**src/rtl/sdr_lat_pkg.sv**
```systemverilog
`timescale 1ns/1ps
package sdr_lat_pkg;

  typedef enum logic [1:0] {
    CMD_NOP   = 2'b00,
    CMD_READ  = 2'b01,
    CMD_WRITE = 2'b10,
    CMD_LOAD  = 2'b11
  } cmd_e;

  // field placement is decoded by the scheduler; keep the order
  typedef struct packed {
    logic       wr_single;   // [9]
    logic [1:0] opmode;      // [8:7]
    logic [2:0] lat_code;    // [6:4]
    logic       interleave;  // [3]
    logic [2:0] bl_code;     // [2:0]
  } mode_t;

  localparam int MODE_W = $bits(mode_t);
  localparam int BL_MAX = 8;
  localparam int BEAT_W = $clog2(BL_MAX + 1);

  localparam mode_t MODE_RST = '{
    wr_single:  1'b0,
    opmode:     2'b00,
    lat_code:   3'b011,
    interleave: 1'b0,
    bl_code:    3'b000
  };

  function automatic logic lat_ok(input logic [2:0] code);
    return (code == 3'b010) || (code == 3'b011);
  endfunction

  function automatic logic bl_ok(input logic [2:0] code);
    return !code[2];
  endfunction

  function automatic logic [BEAT_W-1:0] bl_len(input logic [2:0] code);
    logic [BEAT_W-1:0] len;
    if (code[2]) len = BEAT_W'(1);
    else         len = BEAT_W'(1) << code[1:0];
    return len;
  endfunction

endpackage

```
**src/rtl/sdr_mode_reg.sv**
```systemverilog
`timescale 1ns/1ps
module sdr_mode_reg
  import sdr_lat_pkg::*;
(
  input  logic              clk,
  input  logic              rst_n,
  input  logic              load_req,
  input  logic              busy,
  input  mode_t             word,
  output mode_t             mode_q,
  output logic              load_rej,
  output logic              lat3,
  output logic [BEAT_W-1:0] rd_len,
  output logic [BEAT_W-1:0] wr_len,
  output logic              lat_err,
  output logic              bl_err,
  output logic              opmode_err
);

  logic  take;
  logic  rej_d;
  mode_t mode_d;

  always_comb begin
    take   = load_req && !busy;
    rej_d  = load_req && busy;
    mode_d = word;
  end

  always_ff @(posedge clk or negedge rst_n) begin
    if (!rst_n) begin
      mode_q   <= MODE_RST;
      load_rej <= 1'b0;
    end else begin
      if (take) mode_q <= mode_d;
      load_rej <= rej_d;
    end
  end

  always_comb begin
    lat_err    = !lat_ok(mode_q.lat_code);
    lat3       = lat_err || mode_q.lat_code[0];
    bl_err     = !bl_ok(mode_q.bl_code);
    rd_len     = bl_len(mode_q.bl_code);
    wr_len     = mode_q.wr_single ? BEAT_W'(1) : rd_len;
    opmode_err = |mode_q.opmode;
  end

endmodule

```
**src/rtl/sdr_rd_sched.sv**
```systemverilog
`timescale 1ns/1ps
module sdr_rd_sched
  import sdr_lat_pkg::*;
#(
  parameter int LAT_MAX = 3,
  parameter int CNT_W   = 8
) (
  input  logic              clk,
  input  logic              rst_n,
  input  logic              rd_req,
  input  logic              lat3,
  input  logic [BEAT_W-1:0] rd_len,
  output logic              dq_oe,
  output logic              dq_valid,
  output logic              active
);

  localparam int IDX_W = $clog2(LAT_MAX);

  logic [LAT_MAX-1:0]             stg_v;
  logic [LAT_MAX-1:0][BEAT_W-1:0] stg_len;

  // one stage per clock of latency; stage k holds a read k+1 edges old
  for (genvar g = 0; g < LAT_MAX; g++) begin : g_stg
    logic              v_d;
    logic [BEAT_W-1:0] len_d;
    logic              v_q;
    logic [BEAT_W-1:0] len_q;

    if (g == 0) begin : g_head
      assign v_d   = rd_req;
      assign len_d = rd_len;
    end else begin : g_body
      assign v_d   = stg_v[g-1];
      assign len_d = stg_len[g-1];
    end

    always_ff @(posedge clk or negedge rst_n) begin
      if (!rst_n) begin
        v_q   <= 1'b0;
        len_q <= '0;
      end else begin
        v_q <= v_d;
        if (v_d) len_q <= len_d;
      end
    end

    assign stg_v[g]   = v_q;
    assign stg_len[g] = len_q;
  end

  logic [IDX_W-1:0] arr_idx;
  logic [IDX_W-1:0] pre_idx;
  logic             arrive;
  logic             pre_arr;
  logic [CNT_W-1:0] rem_q;
  logic [CNT_W-1:0] rem_d;
  logic [CNT_W-1:0] total;
  logic             valid_d;
  logic             oe_d;

  always_comb begin
    arr_idx = lat3 ? IDX_W'(2) : IDX_W'(1);
    pre_idx = arr_idx - 1'b1;
    arrive  = stg_v[arr_idx];
    pre_arr = stg_v[pre_idx];
    total   = rem_q + (arrive ? CNT_W'(stg_len[arr_idx]) : '0);
    valid_d = (total != '0);
    rem_d   = valid_d ? (total - 1'b1) : '0;
    oe_d    = pre_arr || valid_d || dq_valid;
  end

  always_ff @(posedge clk or negedge rst_n) begin
    if (!rst_n) begin
      rem_q    <= '0;
      dq_valid <= 1'b0;
      dq_oe    <= 1'b0;
    end else begin
      rem_q    <= rem_d;
      dq_valid <= valid_d;
      dq_oe    <= oe_d;
    end
  end

  assign active = (|stg_v) || (rem_q != '0) || dq_oe;

endmodule

```
**src/rtl/sdr_wr_track.sv**
```systemverilog
`timescale 1ns/1ps
module sdr_wr_track
  import sdr_lat_pkg::*;
(
  input  logic              clk,
  input  logic              rst_n,
  input  logic              wr_req,
  input  logic [BEAT_W-1:0] wr_len,
  output logic              wr_ack,
  output logic [BEAT_W-1:0] wr_beats,
  output logic              active
);

  logic [BEAT_W-1:0] left_q;
  logic [BEAT_W-1:0] left_d;

  always_comb begin
    if (wr_req)              left_d = wr_len - 1'b1;
    else if (left_q != '0)   left_d = left_q - 1'b1;
    else                     left_d = '0;
  end

  always_ff @(posedge clk or negedge rst_n) begin
    if (!rst_n) begin
      left_q   <= '0;
      wr_ack   <= 1'b0;
      wr_beats <= '0;
    end else begin
      left_q <= left_d;
      wr_ack <= wr_req;
      if (wr_req) wr_beats <= wr_len;
    end
  end

  assign active = (left_q != '0);

endmodule

```
**src/rtl/sdr_lat_ctrl.sv**
```systemverilog
`timescale 1ns/1ps
module sdr_lat_ctrl
  import sdr_lat_pkg::*;
#(
  parameter int LAT_MAX = 3,
  parameter int CNT_W   = 8
) (
  input  logic              clk,
  input  logic              rst_n,
  input  logic              cmd_vld,
  input  logic [1:0]        cmd_op,
  input  logic [MODE_W-1:0] mode_word,
  output logic              dq_oe,
  output logic              dq_valid,
  output logic              wr_ack,
  output logic [BEAT_W-1:0] wr_beats,
  output logic              busy,
  output logic              load_rej,
  output logic              lat_err,
  output logic              bl_err,
  output logic              opmode_err,
  output logic              cfg_interleave
);

  logic [1:0] rst_sync;
  logic       rst_int_n;

  always_ff @(posedge clk or negedge rst_n) begin
    if (!rst_n) rst_sync <= 2'b00;
    else        rst_sync <= {rst_sync[0], 1'b1};
  end
  assign rst_int_n = rst_sync[1];

  cmd_e op;
  logic rd_req, wr_req, ld_req;

  always_comb begin
    op     = cmd_e'(cmd_op);
    rd_req = cmd_vld && (op == CMD_READ);
    wr_req = cmd_vld && (op == CMD_WRITE);
    ld_req = cmd_vld && (op == CMD_LOAD);
  end

  mode_t             mode_q;
  logic              lat3;
  logic [BEAT_W-1:0] rd_len;
  logic [BEAT_W-1:0] wr_len;
  logic              rd_active;
  logic              wr_active;

  sdr_mode_reg u_mode (
    .clk        (clk),
    .rst_n      (rst_int_n),
    .load_req   (ld_req),
    .busy       (busy),
    .word       (mode_t'(mode_word)),
    .mode_q     (mode_q),
    .load_rej   (load_rej),
    .lat3       (lat3),
    .rd_len     (rd_len),
    .wr_len     (wr_len),
    .lat_err    (lat_err),
    .bl_err     (bl_err),
    .opmode_err (opmode_err)
  );

  sdr_rd_sched #(
    .LAT_MAX (LAT_MAX),
    .CNT_W   (CNT_W)
  ) u_rd (
    .clk      (clk),
    .rst_n    (rst_int_n),
    .rd_req   (rd_req),
    .lat3     (lat3),
    .rd_len   (rd_len),
    .dq_oe    (dq_oe),
    .dq_valid (dq_valid),
    .active   (rd_active)
  );

  sdr_wr_track u_wr (
    .clk      (clk),
    .rst_n    (rst_int_n),
    .wr_req   (wr_req),
    .wr_len   (wr_len),
    .wr_ack   (wr_ack),
    .wr_beats (wr_beats),
    .active   (wr_active)
  );

  assign busy           = rd_active || wr_active;
  assign cfg_interleave = mode_q.interleave;

endmodule

```
**config.mk**
```make
export PLATFORM = sky130hd
export DESIGN_NAME = sdr_lat_ctrl
export DESIGN_NICKNAME = d
export VERILOG_FILES = /design/src/rtl/sdr_lat_pkg.sv /design/src/rtl/sdr_mode_reg.sv /design/src/rtl/sdr_rd_sched.sv /design/src/rtl/sdr_wr_track.sv /design/src/rtl/sdr_lat_ctrl.sv
export SDC_FILE = /design/constraint.sdc
export NUM_CORES = 1
export LEC_CHECK = 0
export BUFFER_PORTS_ARGS = -buffer_cell sky130_fd_sc_hd__buf_2
export CAP_MARGIN = 30
export CORE_MARGIN = 5
export CORE_UTILIZATION = 41
export DETAILED_ROUTE_END_ITERATION = 8
export GPL_TIMING_DRIVEN = 0
export MAX_ROUTING_LAYER = met4
export PLACE_DENSITY = 0.59
export SLEW_MARGIN = 10
export SYNTH_ARGS = -nofsm -noshare
export SYNTH_HDL_FRONTEND = slang
export SYNTH_SLANG_ARGS = --single-unit
```
**constraint.sdc**
```tcl
create_clock -name clk -period 1.9 [get_ports clk]
set_clock_uncertainty 0.1 [all_clocks]
set_input_delay 0.19 -clock clk [delete_from_list [all_inputs] [get_ports clk]]
set_output_delay 0.19 -clock clk [all_outputs]
set_load 0.05 [all_outputs]
```
-- Word level (Yosys, flattened, before mapping)
Index checks and enable logic that the tools add are counted.
- flip-flop bits (word level): 47
- input bits: 15
- output and inout bits: 13
- word-level logic and storage cells: 64
- add/subtract/negate cells: 5
- $lt $le $gt $ge: 2
- eq/ne operators: 5
- shift-type cells: 1
- muxes and demuxes: 13
- reduce and logical (&&, ||, !) cells: 19
- operators by type and width (operator ; number):
    $mux W4 ; 6
    $reduce_bool A8 Y1 ; 2
    $add A8 B8 Y8 ; 1
    $bmux W4 S2 ; 1
    $mux W8 ; 1
    $sub A4 B1 Y4 const B ; 2
    $sub A8 B1 Y8 const B ; 1
    $logic_or A1 B1 Y1 ; 7
    $eq A3 B2 Y1 const B ; 2
    $lt A2 B3 Y1 const B ; 2
    $logic_and A1 B1 Y1 ; 5
    $bmux W1 S2 ; 2
    $eq A2 B2 Y1 const B ; 2
    $reduce_bool A4 Y1 ; 1
    $shl A1 B2 Y4 const A ; 1
    $reduce_or A3 Y1 ; 1
    $eq A2 B1 Y1 const B ; 1
    $logic_not A1 Y1 ; 2
    $mux W1 ; 2
    $mux W2 ; 1
    $reduce_or A2 Y1 ; 1
    $sub A2 B1 Y2 const B ; 1

-- Logic depth before layout (Yosys ltp)
- depth in word-level cells: 12
- depth in mapped cells: 13
- depth with buffers taken out: 13

-- Cells and area by module
From an unflattened synthesis, not the netlist that was laid out.
- cell total of the unflattened synthesis: 214
- area total of the unflattened synthesis: 2403.6 um2
- modules (own cells, without submodules) (module ; instances ; cells an instance ; area each (um2)):
    sdr_rd_sched ; 1 ; 131 ; 1338.8
    sdr_mode_reg ; 1 ; 38 ; 558.0
    sdr_wr_track ; 1 ; 38 ; 421.7
    sdr_lat_ctrl ; 1 ; 7 ; 85.1

-- Worst setup path after synthesis
OpenSTA, ideal clock, no wires.
- kind: register to register
- from: register u_mode.mode_q[5] (netlist name)
- to: register u_rd.rem_q[7]
- arrival: 3.204 ns
- slack: -1.525 ns
- stages on the path, launching flop included: 11
- path buffers: 0
- clock period less this slack: 3.425 ns
- cells stage by stage: dfstp_2 > nand2b_1 > nor2_1 > o21ai_0 > ha_1 > fa_1 > xor2_1 > nor3_1 > o221ai_1 > or3_1 > a22o_1
- cells in the longest elaborated chain, start to end: 11
- elaborated cells on any way between the ends: 15
- those cells by class: add/sub: 2; eq/ne: 2; mux: 7; reduce/logical: 4
- ends and longest elaborated chain (item ; line ; RTL):
    $eq A3 B2 Y1 ; sdr_lat_pkg.sv:33 ; return (code == 3'b010) || (code == 3'b011);
    $logic_or A1 B1 Y1 * ; sdr_lat_pkg.sv:33 ;
    $logic_not A1 Y1 * ; sdr_mode_reg.sv:41 ; lat_err = !lat_ok(mode_q.lat_code);
    via lat_err ; sdr_lat_ctrl.sv:19 ; output logic lat_err,
    $logic_or A1 B1 Y1 * ; sdr_mode_reg.sv:42 ; lat3 = lat_err || mode_q.lat_code[0];
    $mux W2 * ; sdr_rd_sched.sv:63 ; arr_idx = lat3 ? IDX_W'(2) : IDX_W'(1);
    $bmux W4 S2 / $bmux W1 S2 (equally long branches) ; sdr_rd_sched.sv:67, sdr_rd_sched.sv:65 ;
    $mux W4 (implied by the code) / $mux W1 (equally long branches) ; sdr_rd_sched.sv:67, sdr_rd_sched.sv:65 ;
    $mux W4 * ; sdr_rd_sched.sv:67 ; total = rem_q + (arrive ? CNT_W'(stg_len[arr_idx]) : '0);
    $add A8 B8 Y8 * ; sdr_rd_sched.sv:67 ;
    $sub A8 B1 Y8 / $reduce_bool A8 Y1 (equally long branches) ; sdr_rd_sched.sv:69, sdr_rd_sched.sv:68 ;
    $mux W8 * ; sdr_rd_sched.sv:69 ; rem_d = valid_d ? (total - 1'b1) : '0;
    via u_rd.rem_d[7] ; sdr_rd_sched.sv:57 ; logic [CNT_W-1:0] rem_d;
    end signal, assigned ; sdr_rd_sched.sv:79 ; rem_q <= rem_d;
    end, declared ; sdr_rd_sched.sv:56 ; logic [CNT_W-1:0] rem_q;
The timed path passes the listed nets; every way through them passes the cells marked *. The select of a mux whose other input is x is not followed.
A chain may end at the register's enable or synchronous reset.

-- Final worst setup path
- from: register u_mode.mode_q[5] (netlist name)
- to: register u_rd.rem_q[7]
- cells in the longest elaborated chain, start to end: 11
- elaborated cells on any way between the ends: 15
- those cells by class: add/sub: 2; eq/ne: 2; mux: 7; reduce/logical: 4
- ends and longest elaborated chain (item ; line):
    $eq A3 B2 Y1 ; sdr_lat_pkg.sv:33
    $logic_or A1 B1 Y1 * ; sdr_lat_pkg.sv:33
    $logic_not A1 Y1 * ; sdr_mode_reg.sv:41
    $logic_or A1 B1 Y1 * ; sdr_mode_reg.sv:42
    $mux W2 * ; sdr_rd_sched.sv:63
    $bmux W4 S2 / $bmux W1 S2 (equally long branches) ; sdr_rd_sched.sv:67, sdr_rd_sched.sv:65
    $mux W4 (implied by the code) / $mux W1 (equally long branches) ; sdr_rd_sched.sv:67, sdr_rd_sched.sv:65
    $mux W4 * ; sdr_rd_sched.sv:67
    $add A8 B8 Y8 * ; sdr_rd_sched.sv:67
    $sub A8 B1 Y8 / $reduce_bool A8 Y1 (equally long branches) ; sdr_rd_sched.sv:69, sdr_rd_sched.sv:68
    $mux W8 * ; sdr_rd_sched.sv:69
    via u_rd.rem_d[7] ; sdr_rd_sched.sv:57
Marks and branches as above.

==> reports/metrics.csv <==
stage;metric;value;unit
clock_network;ctsHtreeMaxLevel;2;
layout;regArea;0.00118;mm2
clock_network;numCtsBuffers;5;
synth;ys_ff_latch;47;
routing;drt_iter0_drc;69;
sta;layout_setup_ws;-0.959;ns
die;num_io_pins;28;
synth;synth_top_area_share;51.3;%
layout;fin_nets;276;
outcome;status;complete, but fails checks;
clock_network;clock_latency;0.29;ns
synth;synth_area_leaders;dfrtp_1 51%, mux2_1 5.1%, mux2_2 4.6%;
pwr;p_clk_share;21.7;%
synth;synth-seq-area-share;53.7;%
setup_path;crit_path_end_kind;register;
clock_network;tritoncts;built;
die;die_x;83.2;um
grt;grt_pass1_wl;8340;um
pwr;intPower;2.20;mW
layout;drive_gt1_share;51.8;%
layout;diodes;0;
grt;grt-ovfl-total;0;
pwr;power.leakage;1.40;nW
layout;areaGrowthSynthToFinish;45.0;%
setup_path;critPathLaunchType;register;
outcome;violations;negative setup slack;
sta;clock.fmax;0.350;GHz
routing;drc;0;
grt;grt_pass1_vias;1718;
clock_network;cts_buffer_depth;2;
grt;antenna_found_initial;0;
synth;synth_edf_count;0;
setup_path;worstPathRequired;1.99;ns
pwr;netSwitchingFraction;34.3;%
routing;ant_nets;0;
clock_network;root_buffer;clkbuf_8;
routing;viasPerCell;5.06;
sta;hold_violations;0;
routing;first_pass_iters;4;
routing;num_vias;1644;
pwr;vdd_ir_drop_max;0.573;mV
synth;syn_area;0.00220;mm2
placement;dp_hpwl;3080;um
setup_path;crit_fanout;4;
synth;syn_avg_cell_area;11.3;um2
placement;gp_congestion;0.820;
sta;finalCritPeriodShare;150;%
layout;fin_cells;325;
layout;layout_commonest_cell;dfrtp_1;
setup_path;cp.arrival;2.95;ns
die;chipHeight;83.2;um
layout;filler_cell_count;421;
synth;synthArstFlopShare;100;%
clock_network;cts.sinks;47;
layout;final_cell_mix;42 x dfrtp_1, 26 x buf_2, 23 x nand2_1;
pwr;comb_power_share;38.4;%
synth;ys_warn_count;0;
synth;syn_inst;194;
die;dieArea;0.00692;mm2
synth;synth_area_leader_cell;dfrtp_1;
min_path;min_path_type;in2reg;
layout;multi_input_area;0.00137;mm2
synth;yosysUniqueCellTypes;47;
die;rows;26;
die;initial_core_util;42.7;%
placement;place_inst;292;
routing;routed_wl;4930;um
synth;synth_ff_type;dfrtp_1;
layout;fin_util;61.9;%
grt;grt_max_degree;29;
grt;grt_usage;15.1;%
routing;wire_per_inst;15.2;um
job;maxCapViolCount;0;
pwr;seqPwrFrac;40.0;%
sta;maxSlewViolCount;0;
synth;syn_nets;216;
sta;grt_setup_unrepaired;true;
setup_path;critPathKind;reg2reg;
die;core_region_area;0.00514;mm2
placement;io_buffers;27;
pwr;p_switching;1.15;mW
sta;finalSetupViolCount;19;
sta;min_period;2.86;ns
pwr;power_density;1050;mW/mm2
clock_network;clkSlewWorstSetupHoldPaths;0.09;ns
[cell type report]
cell class	count	area share (%)
timing repair buffer	53	12.5
clock buffer	5	2.16
inverter	6	0.708
multi-input combinational	139	43.0
clock inverter	3	1.38
tap	70	2.75
buffer	2	0.354
sequential	47	37.1
[worst max-delay path: stages, from the launching register on]
cell	delay, ns
dfstp_2	0.56
nand2b_4	0.06
nor2_4	0.14
buf_6	0.14
buf_6	0.10
nand3_2	0.08
o21ai_2	0.09
ha_4	0.25
buf_4	0.15
nand3_4	0.10
and3b_2	0.25
o221ai_2	0.13
or3_1	0.39
a22o_1	0.21
[repair_timing]
action | CTS | global route
gates resized for setup | 49 | 16
endpoints found under the hold margin | 3 | 0
hold buffers | 2 | 0
buffers inserted | 18 | 5
setup endpoints to repair | 21 | 21
pin swaps | 15 | 14
[final timing paths]
| check | startpoint | endpoint | slack, ns | cells after the start |
|---|---|---|---|---|
| hold / removal | mode_word[5] | u_mode.mode_q[5]$_DFFE_PN1P_ | 0.008 | 2 |
| hold reg to reg | rst_sync[1]$_DFF_PN0_ | u_mode.mode_q[9]$_DFFE_PN0P_ | 0.10 | 0 |
| setup / recovery | u_mode.mode_q[5]$_DFFE_PN1P_ | u_rd.rem_q[7]$_DFF_PN0_ | -0.96 | 13 |
| max in group asynchronous | rst_sync[1]$_DFF_PN0_ | u_mode.mode_q[4]$_DFFE_PN1P_ | 1.03 | 1 |
| setup reg to reg | u_mode.mode_q[5]$_DFFE_PN1P_ | u_rd.rem_q[7]$_DFF_PN0_ | -0.96 | 13 |
| min in group asynchronous | rst_sync[1]$_DFF_PN0_ | u_mode.mode_q[9]$_DFFE_PN0P_ | 0.10 | 0 |
[cells in the mapped netlist, types with 4 or more instances]
library cell / instances
dfrtp_1: 45
ha_1: 6
inv_1: 6
mux2_1: 10
mux2_2: 9
nand2_1: 24
nand3_1: 6
nor2_1: 13
nor3_1: 5
nor4_1: 4
o21ai_0: 14
o31ai_1: 4
[state kept, by name, summed over array words and instances, names as in the netlist]
name and flops:
u_rd.rem_q 8, u_rd.g_stg.len_q 12, u_rd.dq_oe 1, u_wr.wr_ack 1, u_mode.mode_q 9, u_rd.dq_valid 1, u_mode.bl_err 1, u_wr.left_q 4
u_wr.wr_beats 4, rst_sync 2, u_mode.load_rej 1, u_rd.g_stg.v_q 3
[power groups by stage]
stage | Sequential, mW | Clock (mW) | Combinational, mW
2_1_floorplan | 1.30 | 0 | 0.543
3_3_place_gp | 1.32 | 0 | 0.678
3_5_place_dp | 1.31 | 0 | 0.709
4_1_cts | 1.32 | 0.746 | 1.08
5_1_grt | 1.36 | 0.775 | 1.39
6_report | 1.34 | 0.727 | 1.29
[per-stage QoR]
step | instance area (um2) | TNS, ns | hold WS, ns | power (mW) | worst slack (ns)
global placement | 2510 | -19.65 | -0.125 | 2.00 | -1.07
floorplan | 2280 | -12.92 | -0.206 | 1.85 | -1.00
global route | 3180 | -11.52 | 0.0137 | 3.53 | -1.09
CTS | 3060 | -8.75 | 0.00392 | 3.15 | -0.917
finish | 3180 | -9.51 | 0.00825 | 3.36 | -0.959
detailed placement | 2530 | -12.17 | -0.124 | 2.02 | -1.10
[layer usage]
layer / share of wire, % / GRT usage (%) / routed length [um] / up-vias
li1: - / - / - / 811
met1: 46 / 20.0 / 2240 / 801
met2: 50 / 23.6 / 2490 / 28
met3: 2.7 / 2.77 / 133 / 4
met4: 1.3 / 4.46 / 64 / 0
met5: 0 / - / 0 / -
[cells by family (layout without fill, tap and decap cells)]
group / after synthesis / after routing / synth area share, %
adders and majority gates: 7 / 7 / 4.33
muxes: 19 / 19 / 9.74
buffers and inverters: 8 / 69 / 1.37
other: 1 / 1 / 0.171
DFF: 47 / 47 / 53.7
and+or+nand+nor: 72 / 72 / 17.1
xor gates and xnor gates: 6 / 6 / 2.74
AOI/OAI and AO/OA: 34 / 34 / 10.9
Note: power is estimated with default switching activity, not from simulation.
